===== src/rtl/cmpl_entry_pkg.sv =====
package cmpl_entry_pkg;
   localparam int LS_W = 4;

   typedef enum logic [LS_W-1:0] {
      LNK_RXDET = 4'h5,
      LNK_POLL  = 4'h7,
      LNK_CMPL  = 4'hA
   } link_e;

   localparam logic [LS_W-1:0] ARM_CODE = 4'hA;
endpackage


===== src/rtl/cmpl_wr_decode.sv =====
module cmpl_wr_decode
   import cmpl_entry_pkg::*;
#(
   parameter int REG_W    = 32,
   parameter int LS_LSB   = 5,
   parameter int PWR_BIT  = 9,
   parameter int STB_BIT  = 16,
   parameter int WRST_BIT = 31
) (
   input  logic             wr_en_i,
   input  logic [REG_W-1:0] wr_data_i,
   output logic             arm_req_o,
   output logic             warm_req_o
);
   localparam int LS_MSB = LS_LSB + LS_W - 1;

   initial begin
      assert (LS_MSB < REG_W) else $error("link field outside word");
      assert (PWR_BIT < REG_W && STB_BIT < REG_W && WRST_BIT < REG_W)
         else $error("control bit outside word");
      assert (PWR_BIT != STB_BIT && PWR_BIT != WRST_BIT && STB_BIT != WRST_BIT)
         else $error("control bits overlap");
   end

   logic [LS_W-1:0] ls_field;
   logic            pwr, stb, wrst;
   logic            unused_wr;

   assign ls_field   = wr_data_i[LS_MSB:LS_LSB];
   assign pwr        = wr_data_i[PWR_BIT];
   assign stb        = wr_data_i[STB_BIT];
   assign wrst       = wr_data_i[WRST_BIT];
   assign unused_wr  = ^wr_data_i;

   // arming request needs strobe, power and the Compliance code
   assign arm_req_o  = wr_en_i && stb && pwr && (ls_field == ARM_CODE);
   assign warm_req_o = wr_en_i && wrst;
endmodule


===== src/rtl/cmpl_arm_flag.sv =====
module cmpl_arm_flag (
   input  logic clk,
   input  logic rst_n,
   input  logic clr_i,
   input  logic arm_req_i,
   input  logic disc_i,
   output logic arm_o
);
   logic arm_q;

   always_ff @(posedge clk or negedge rst_n) begin
      if (!rst_n)                  arm_q <= 1'b0;
      else if (clr_i)              arm_q <= 1'b0;   // clearing wins
      else if (arm_req_i && disc_i) arm_q <= 1'b1;
   end

   assign arm_o = arm_q;

   a_r9_clear_wins: assert property (@(posedge clk) disable iff (!rst_n)
      clr_i |=> !arm_q);
   a_r3_reject_attached: assert property (@(posedge clk) disable iff (!rst_n)
      (arm_req_i && !disc_i && !arm_q) |=> !arm_q);
   a_r2_set_disc: assert property (@(posedge clk) disable iff (!rst_n)
      (arm_req_i && disc_i && !clr_i) |=> arm_q);
endmodule


===== src/rtl/cmpl_entry_gate.sv =====
module cmpl_entry_gate #(
   parameter bit DEV_SUPPORT = 1'b1
) (
   input  logic clk,
   input  logic rst_n,
   input  logic host_mode_i,
   input  logic sw_arm_cap_i,
   input  logic arm_i,
   input  logic tmo_act_i,
   output logic entry_ok_o
);
   logic host_ok;

   // armed entry only when software control is advertised
   assign host_ok = sw_arm_cap_i ? arm_i : 1'b1;

   generate
      if (DEV_SUPPORT) begin : g_dev
         logic used_q;

         always_ff @(posedge clk or negedge rst_n) begin
            if (!rst_n)                         used_q <= 1'b0;
            else if (tmo_act_i && !host_mode_i) used_q <= 1'b1;
         end

         // device mode allows only the first failure after power-on
         assign entry_ok_o = host_mode_i ? host_ok : !used_q;

         a_r7_consume: assert property (@(posedge clk) disable iff (!rst_n)
            (tmo_act_i && !host_mode_i) |=> used_q);
         a_r7_sticky: assert property (@(posedge clk) disable iff (!rst_n)
            used_q |=> used_q);
      end else begin : g_host_only
         logic unused_dev;
         assign unused_dev = tmo_act_i ^ host_mode_i;
         assign entry_ok_o = host_ok;
      end
   endgenerate
endmodule


===== src/rtl/ss_cmpl_entry_ctl.sv =====
module ss_cmpl_entry_ctl
   import cmpl_entry_pkg::*;
#(
   parameter int REG_W       = 32,
   parameter int LS_LSB      = 5,
   parameter int PWR_BIT     = 9,
   parameter int STB_BIT     = 16,
   parameter int WRST_BIT    = 31,
   parameter bit DEV_SUPPORT = 1'b1
) (
   input  logic             clk,
   input  logic             rst_n,
   input  logic             host_rst_i,
   input  logic             wr_en_i,
   input  logic [REG_W-1:0] wr_data_i,
   input  logic             attach_i,
   input  logic             lfps_tmo_i,
   input  logic             host_mode_i,
   input  logic             sw_arm_cap_i,
   output logic [LS_W-1:0]  link_state_o,
   output logic             cmpl_enter_o
);
   link_e link_q;
   logic  pulse_q;
   logic  arm_req, warm_req, arm, disc, tmo_act, entry_ok, clr;

   cmpl_wr_decode #(
      .REG_W(REG_W), .LS_LSB(LS_LSB), .PWR_BIT(PWR_BIT),
      .STB_BIT(STB_BIT), .WRST_BIT(WRST_BIT)
   ) u_dec (
      .wr_en_i   (wr_en_i),
      .wr_data_i (wr_data_i),
      .arm_req_o (arm_req),
      .warm_req_o(warm_req)
   );

   assign disc = (link_q == LNK_RXDET) && !attach_i;
   assign clr  = host_rst_i || warm_req;

   cmpl_arm_flag u_arm (
      .clk      (clk),
      .rst_n    (rst_n),
      .clr_i    (clr),
      .arm_req_i(arm_req),
      .disc_i   (disc),
      .arm_o    (arm)
   );

   assign tmo_act = (link_q == LNK_POLL) && lfps_tmo_i && !clr;

   cmpl_entry_gate #(.DEV_SUPPORT(DEV_SUPPORT)) u_gate (
      .clk         (clk),
      .rst_n       (rst_n),
      .host_mode_i (host_mode_i),
      .sw_arm_cap_i(sw_arm_cap_i),
      .arm_i       (arm),
      .tmo_act_i   (tmo_act),
      .entry_ok_o  (entry_ok)
   );

   always_ff @(posedge clk or negedge rst_n) begin
      if (!rst_n) begin
         link_q  <= LNK_RXDET;
         pulse_q <= 1'b0;
      end else begin
         pulse_q <= 1'b0;
         if (clr) begin
            link_q <= LNK_RXDET;
         end else begin
            unique case (link_q)
               LNK_RXDET: if (attach_i) link_q <= LNK_POLL;
               LNK_POLL: begin
                  if (lfps_tmo_i) begin
                     if (entry_ok) begin
                        link_q  <= LNK_CMPL;
                        pulse_q <= 1'b1;
                     end else begin
                        link_q  <= LNK_RXDET;
                     end
                  end else if (!attach_i) begin
                     link_q <= LNK_RXDET;
                  end
               end
               LNK_CMPL: link_q <= LNK_CMPL;
               default:  link_q <= LNK_RXDET;
            endcase
         end
      end
   end

   assign link_state_o = link_q;
   assign cmpl_enter_o = pulse_q;

   a_r5_single_pulse: assert property (@(posedge clk) disable iff (!rst_n)
      cmpl_enter_o |=> !cmpl_enter_o);
   a_r5_entry_from_poll: assert property (@(posedge clk) disable iff (!rst_n)
      (link_q == LNK_POLL && lfps_tmo_i && !clr && entry_ok)
         |=> (link_state_o == 4'hA && cmpl_enter_o));
   a_r8_warm_exit: assert property (@(posedge clk) disable iff (!rst_n)
      warm_req |=> (link_state_o == 4'h5 && !cmpl_enter_o));
   a_r9_host_reset: assert property (@(posedge clk) disable iff (!rst_n)
      host_rst_i |=> (link_state_o == 4'h5));
   a_r3_write_keeps_link: assert property (@(posedge clk) disable iff (!rst_n)
      (wr_en_i && !clr && disc) |=> (link_state_o == 4'h5));
endmodule


===== config.mk =====
export PLATFORM = sky130hd
export DESIGN_NAME = ss_cmpl_entry_ctl
export DESIGN_NICKNAME = d
export VERILOG_FILES = /design/src/rtl/cmpl_entry_pkg.sv /design/src/rtl/cmpl_wr_decode.sv /design/src/rtl/cmpl_arm_flag.sv /design/src/rtl/cmpl_entry_gate.sv /design/src/rtl/ss_cmpl_entry_ctl.sv
export SDC_FILE = /design/constraint.sdc
export NUM_CORES = 1
export LEC_CHECK = 0
export BUFFER_PORTS_ARGS = -buffer_cell sky130_fd_sc_hd__buf_2
export CORE_AREA = 10 10 47 49
export DETAILED_ROUTE_END_ITERATION = 16
export DIE_AREA = 0 0 57 59
export PLACE_DENSITY = 0.66
export SYNTH_ARGS = -nofsm -noshare
export SYNTH_HDL_FRONTEND = slang
export SYNTH_HIERARCHICAL = 1
export SYNTH_SLANG_ARGS = --single-unit

===== constraint.sdc =====
create_clock -name clk -period 1.4 [get_ports clk]
set_clock_uncertainty 0.2 [all_clocks]
set_input_delay 0.14 -clock clk [delete_from_list [all_inputs] [get_ports clk]]
set_output_delay 0.14 -clock clk [all_outputs]
set_load 0.01 [all_outputs]

# After elaboration in Yosys (flattened, before gate mapping)
# Cells that the tools add are included.
[totals]
reg_bits = 7
output_inout_bits = 5
wordCells = 40
[op_classes]
eq_ne = 6
mux = 14
n_reduce_logical = 16
[op_table]
columns = ["cell", "n"]
rows = [
  ["$mux 4", 5],
  ["$pmux 4 s3", 1],
  ["$logic_and 1x1->1", 9],
  ["$eq 4x3->1 const B", 2],
  ["$eq 4x4->1 const B", 2],
  ["$mux 1", 8],
  ["$logic_not 1->1", 4],
  ["$ne 4x4->1 const B", 1],
  ["$ne 3x3->1 const B", 1],
  ["$reduce_and 2->1", 1],
  ["$reduce_bool 2->1", 1],
  ["$logic_or 1x1->1", 1],
]

# Logic depth before layout (Yosys ltp)
[logic_depth]
word_depth = 6
depth_mapped = 5
mapped_depth_nobuf = 5

# Hierarchy
# Netlist, hierarchy kept.
[modules_own_cells]
columns = ["mod", "instances", "cells_each", "area_each_um2", "seq_area_each_um2"]
rows = [
  ["ss_cmpl_entry_ctl", 1, 17, 193.9, 101.3],
  ["cmpl_entry_gate", 1, 5, 53.8, 25.0],
  ["cmpl_arm_flag", 1, 3, 33.8, 25.0],
  ["cmpl_wr_decode", 1, 4, 28.8, 0.0],
]

# Worst setup path after synthesis
# Ideal clock, no wire load.
[synth_path]
kind = "register -> register"
startpoint = "register u_arm.arm_q (netlist: u_arm/arm_o)"
endpoint = "register link_q[1] (netlist: link_state_o[1])"
setup_ps = 120
t_arrival_ps = 1188
slack_ps = -108
path_stages_with_launch = 6
path_buffers = 0
synth_period_minus_slack_ps = 1508
cell_sequence = "dfrtp_1 > and3b_1 > a21oi_2 > and4b_1 > o211a_1 > a41o_1"
[synth_between]
elab_chain_cells = 6
[synth_lines]
columns = ["item", "line", "rtl"]
rows = [
  ["start, declared", "cmpl_arm_flag.sv:9", "logic arm_q;"],
  ["start signal, assigned", "cmpl_arm_flag.sv:12", "if (!rst_n) arm_q <= 1'b0;"],
  ["start signal, assigned", "cmpl_arm_flag.sv:13", "else if (clr_i) arm_q <= 1'b0;"],
  ["start signal, assigned", "cmpl_arm_flag.sv:14", "else if (arm_req_i && disc_i) arm_q <= 1'b1;"],
  ["$mux 1", "cmpl_entry_gate.sv:15", "assign host_ok = sw_arm_cap_i ? arm_i : 1'b1;"],
  ["$mux 1", "cmpl_entry_gate.sv:27", "assign entry_ok_o = host_mode_i ? host_ok : !used_q;"],
  ["net entry_ok", "ss_cmpl_entry_ctl.sv:25", "logic arm_req, warm_req, arm, disc, tmo_act, entry_ok, clr;"],
  ["$mux 4", "ss_cmpl_entry_ctl.sv:74", "if (entry_ok) begin"],
  ["$mux 4", "ss_cmpl_entry_ctl.sv:73", "if (lfps_tmo_i) begin"],
  ["$pmux 4 s3", "ss_cmpl_entry_ctl.sv:70", "unique case (link_q)"],
  ["$mux 4", "ss_cmpl_entry_ctl.sv:67", "if (clr) begin"],
  ["end signal, assigned", "ss_cmpl_entry_ctl.sv:68", "link_q <= LNK_RXDET;"],
  ["end signal, assigned", "ss_cmpl_entry_ctl.sv:71", "LNK_RXDET: if (attach_i) link_q <= LNK_POLL;"],
  ["end signal, assigned", "ss_cmpl_entry_ctl.sv:75", "link_q <= LNK_CMPL;"],
  ["end, declared", "ss_cmpl_entry_ctl.sv:23", "link_e link_q;"],
]
# The timed path passes the listed nets, and every way through them passes these cells.
# A chain may end at the register's enable or synchronous reset.

# Worst setup path in the final report
# Ends and elaborated chain as after synthesis.

==> out/qor.json <==
{
  "worst_setup_path": {
    "timing.critical_path.from_type": "register",
    "worst_setup_path_end_kind": "register",
    "worstReg2RegEnd": "link_state_o[1]$_DFFE_PN0P_",
    "worstPathRequired_ps": 1330,
    "launch_point_of_the_worst_reg_to_reg_path": "u_arm/arm_o$_DFFE_PN0P_",
    "cp_max_fo": 2,
    "cp.arrival_ps": 1440,
    "timing.reg2reg.worst_path_depth": 5,
    "register_to_register_path_setup_slack_ps": -110,
    "setup.worst_path.class": "register to register"
  },
  "route": {
    "ant_nets": 0,
    "drt-total-wl_um": 916,
    "routed_via_density": 4.43,
    "wl_per_cell_um": 12.2,
    "routed-via-count": 332,
    "first_iter_violations": 4,
    "detail_route.first_pass.iterations": 4,
    "remaining_drc_errors": 0
  },
  "clock_network": {
    "cts.clk_slew.worst_paths_ps": 50,
    "cts-htree-levels": 1,
    "clock_sink_count": 6,
    "max-clock-path-buffers": 2,
    "clock_insertion_delay_worst_skew_ps": 250,
    "cts_tree": "done",
    "cts-buffers-inserted": 3,
    "clock_tree.root_cell": "clkbuf_4"
  },
  "worst_hold_path": {
    "hold_path_class": "input pin to register",
    "worst_hold_startpoint": "wr_data_i[5]",
    "hold_path_end": "u_arm/arm_o$_DFFE_PN0P_",
    "min_delay_path_depth": 4
  },
  "yosys": {
    "synth.yosys.seq_area_share": 0.488,
    "postSynthCellCount": 29,
    "number_of_distinct_library_cells_after_synthesis": 19,
    "postSynthNetCount": 69,
    "synth-seq-cells": 6,
    "post-synth-top-area-cell": "dfrtp_1",
    "synth.cell_area_um2": 310,
    "synth-warning-count": 6,
    "avg_cell_area_syn_um2": 10.7,
    "synth.area.top_cells": "dfrtp_1, dfstp_2, and2b_2",
    "yosysTopAreaCellShare": 0.403
  },
  "floorplanning": {
    "floorplan.die_area_um2": 3360,
    "core-area_um2": 1400,
    "die_height_um": 59,
    "chipWidth_um": 57,
    "start_util": 0.221,
    "rows": 14,
    "io_pins": 45
  },
  "grt": {
    "antenna_found_initial": 0,
    "grt_pass1_vias": 378,
    "global_route_wire_length_before_repair_um": 1550,
    "grt_max_degree": 7,
    "grt_overflow": 0,
    "grt_use_total": 0.0612
  },
  "power_and_ir_drop": {
    "ir_worst_vdd_uv": 264,
    "power_density_nw_per_um2": 818,
    "standby_leakage_power_nw": 0.301
  },
  "finish": {
    "final_layout_size_suffix_gt1_frac": 0.610,
    "area_delta_synth_final_pct": 76.6,
    "finalNonFillerCells": 75,
    "layout_commonest_cell": "buf_2",
    "finalCoreUtilization": 0.391,
    "number_of_nets_in_the_finished_design": 100,
    "num_antenna_cells": 0,
    "layout_common_cells": "buf_2, dfrtp_1, buf_4",
    "layout.filler_cells": 145
  },
  "run": {
    "max-cap-violations": 0
  },
  "timing": {
    "rsz0062_at_grt": "true",
    "finalWorstPathRequiredPeriod_ps": 1510,
    "fin_crit_sh": 1.08,
    "final-setup-viol-count": 6,
    "total_count_of_max_transition_violations_in_the_final_report": 0,
    "fmax_ghz": 0.660,
    "finalWorstSetupSlack_ps": -115,
    "worst-slew-pin-transition_ps": 189,
    "timing.slew.headroom": 0.874,
    "timing.setup.tns_ps": -222,
    "hold_viol": 0
  },
  "outcome": {
    "failed_checks": "setup timing",
    "status": "finished with violations"
  },
  "place": {
    "placed_cells_incl_taps": 65,
    "globalplace.congestion": 0.721,
    "port-buffer-count": 19,
    "dp.final_hpwl_um": 744
  }
}
==> cells by family (layout without fill, tap and decap cells) <==
kind of cell / after synthesis / after routing / synth area share
buffers and inverters: 4 / 34 / 0.0605
flip-flops: 6 / 6 / 0.488
AND/OR/NAND/NOR: 14 / 14 / 0.319
AO/OA/AOI/OAI: 5 / 5 / 0.133
==> report_power, final <==
| part | leakage, nW | switching [mW] | internal, mW | total, mW |
|---|---|---|---|---|
| clock network | 0.0150 | 0.0649 | 0.108 | 0.173 |
| logic | 0.209 | 0.0310 | 0.0474 | 0.0783 |
| registers | 0.0769 | 0.0102 | 0.187 | 0.197 |
| total | 0.301 | 0.106 | 0.342 | 0.448 |
==> final cells by class <==
cell class	count	area (um2)	area share
Sequential cell	6	151	0.276
Timing Repair Buffer	27	179	0.326
Inverter	3	11.3	0.0205
Multi-Input combinational cell	19	160	0.292
Clock buffer	4	26.3	0.0479
Tap cell	16	20.0	0.0365
==> worst max-delay path by stage <==
stage / cells past startpoint / end / startpoint
after floorplan: 5 / link_state_o[1]$_DFFE_PN0P_ / u_arm/arm_o$_DFFE_PN0P_
after global placement: 5 / link_state_o[1]$_DFFE_PN0P_ / u_arm/arm_o$_DFFE_PN0P_
after detailed placement: 5 / link_state_o[1]$_DFFE_PN0P_ / u_arm/arm_o$_DFFE_PN0P_
after CTS: 5 / link_state_o[1]$_DFFE_PN0P_ / u_arm/arm_o$_DFFE_PN0P_
after global routing: 5 / link_state_o[1]$_DFFE_PN0P_ / u_arm/arm_o$_DFFE_PN0P_
final: 5 / link_state_o[1]$_DFFE_PN0P_ / u_arm/arm_o$_DFFE_PN0P_
==> worst max-delay path, stage by stage (launching register included) <==
cell	delay, ps
dfrtp_1	360
and3b_1	220
a21oi_2	40
and4b_1	160
o211a_1	210
a41o_1	200
==> flip-flops by register name (all words and copies together) (netlist names) <==
signal	count
u_arm/arm_o	1
link_state_o	3
cmpl_enter_o	1
u_gate/g_dev.used_q	1
==> routing by layer <==
layer / track usage / vias up / part of all wire
met4: 0.0403 / 0 / 0.022
met1: 0.0445 / 161 / 0.32
met2: 0.119 / 7 / 0.60
li1: - / 162 / -
met5: 0 / - / 0
met3: 0.0322 / 2 / 0.059
==> metrics by stage <==
step / setup WS [ps] / power (mW) / hold WS [ps] / cell area (um2)
6_report: -115 / 0.448 / 1.21 / 548
5_1_grt: -193 / 0.486 / 9.32 / 548
4_1_cts: -122 / 0.449 / 6.91 / 497
3_5_place_dp: -139 / 0.262 / -233 / 433
3_3_place_gp: -118 / 0.261 / -236 / 433
2_1_floorplan: -108 / 0.228 / -356 / 310
==> what timing repair did <==
action                     in CTS  in global routing
setup endpoints to repair       5                  6
pin swaps                       3                  2
gates resized for setup         0                  8
buffers inserted                1                  2
hold endpoints to repair        8                  0
gates cloned                    0                  0
hold buffers                    3                  0
==> cell usage after synthesis <==
master,n
dfrtp_1,5
inv_1,3
and2_1,2
and2b_2,2
nand2_1,2
nor2_1,2
a21o_1,1
a21oi_1,1
a21oi_2,1
a41o_1,1
and3b_1,1
and4_1,1
and4b_1,1
buf_4,1
dfstp_2,1
nand4b_1,1
nor3_2,1
nor3b_1,1
o211a_1,1
(Power assumes the default switching activity.)
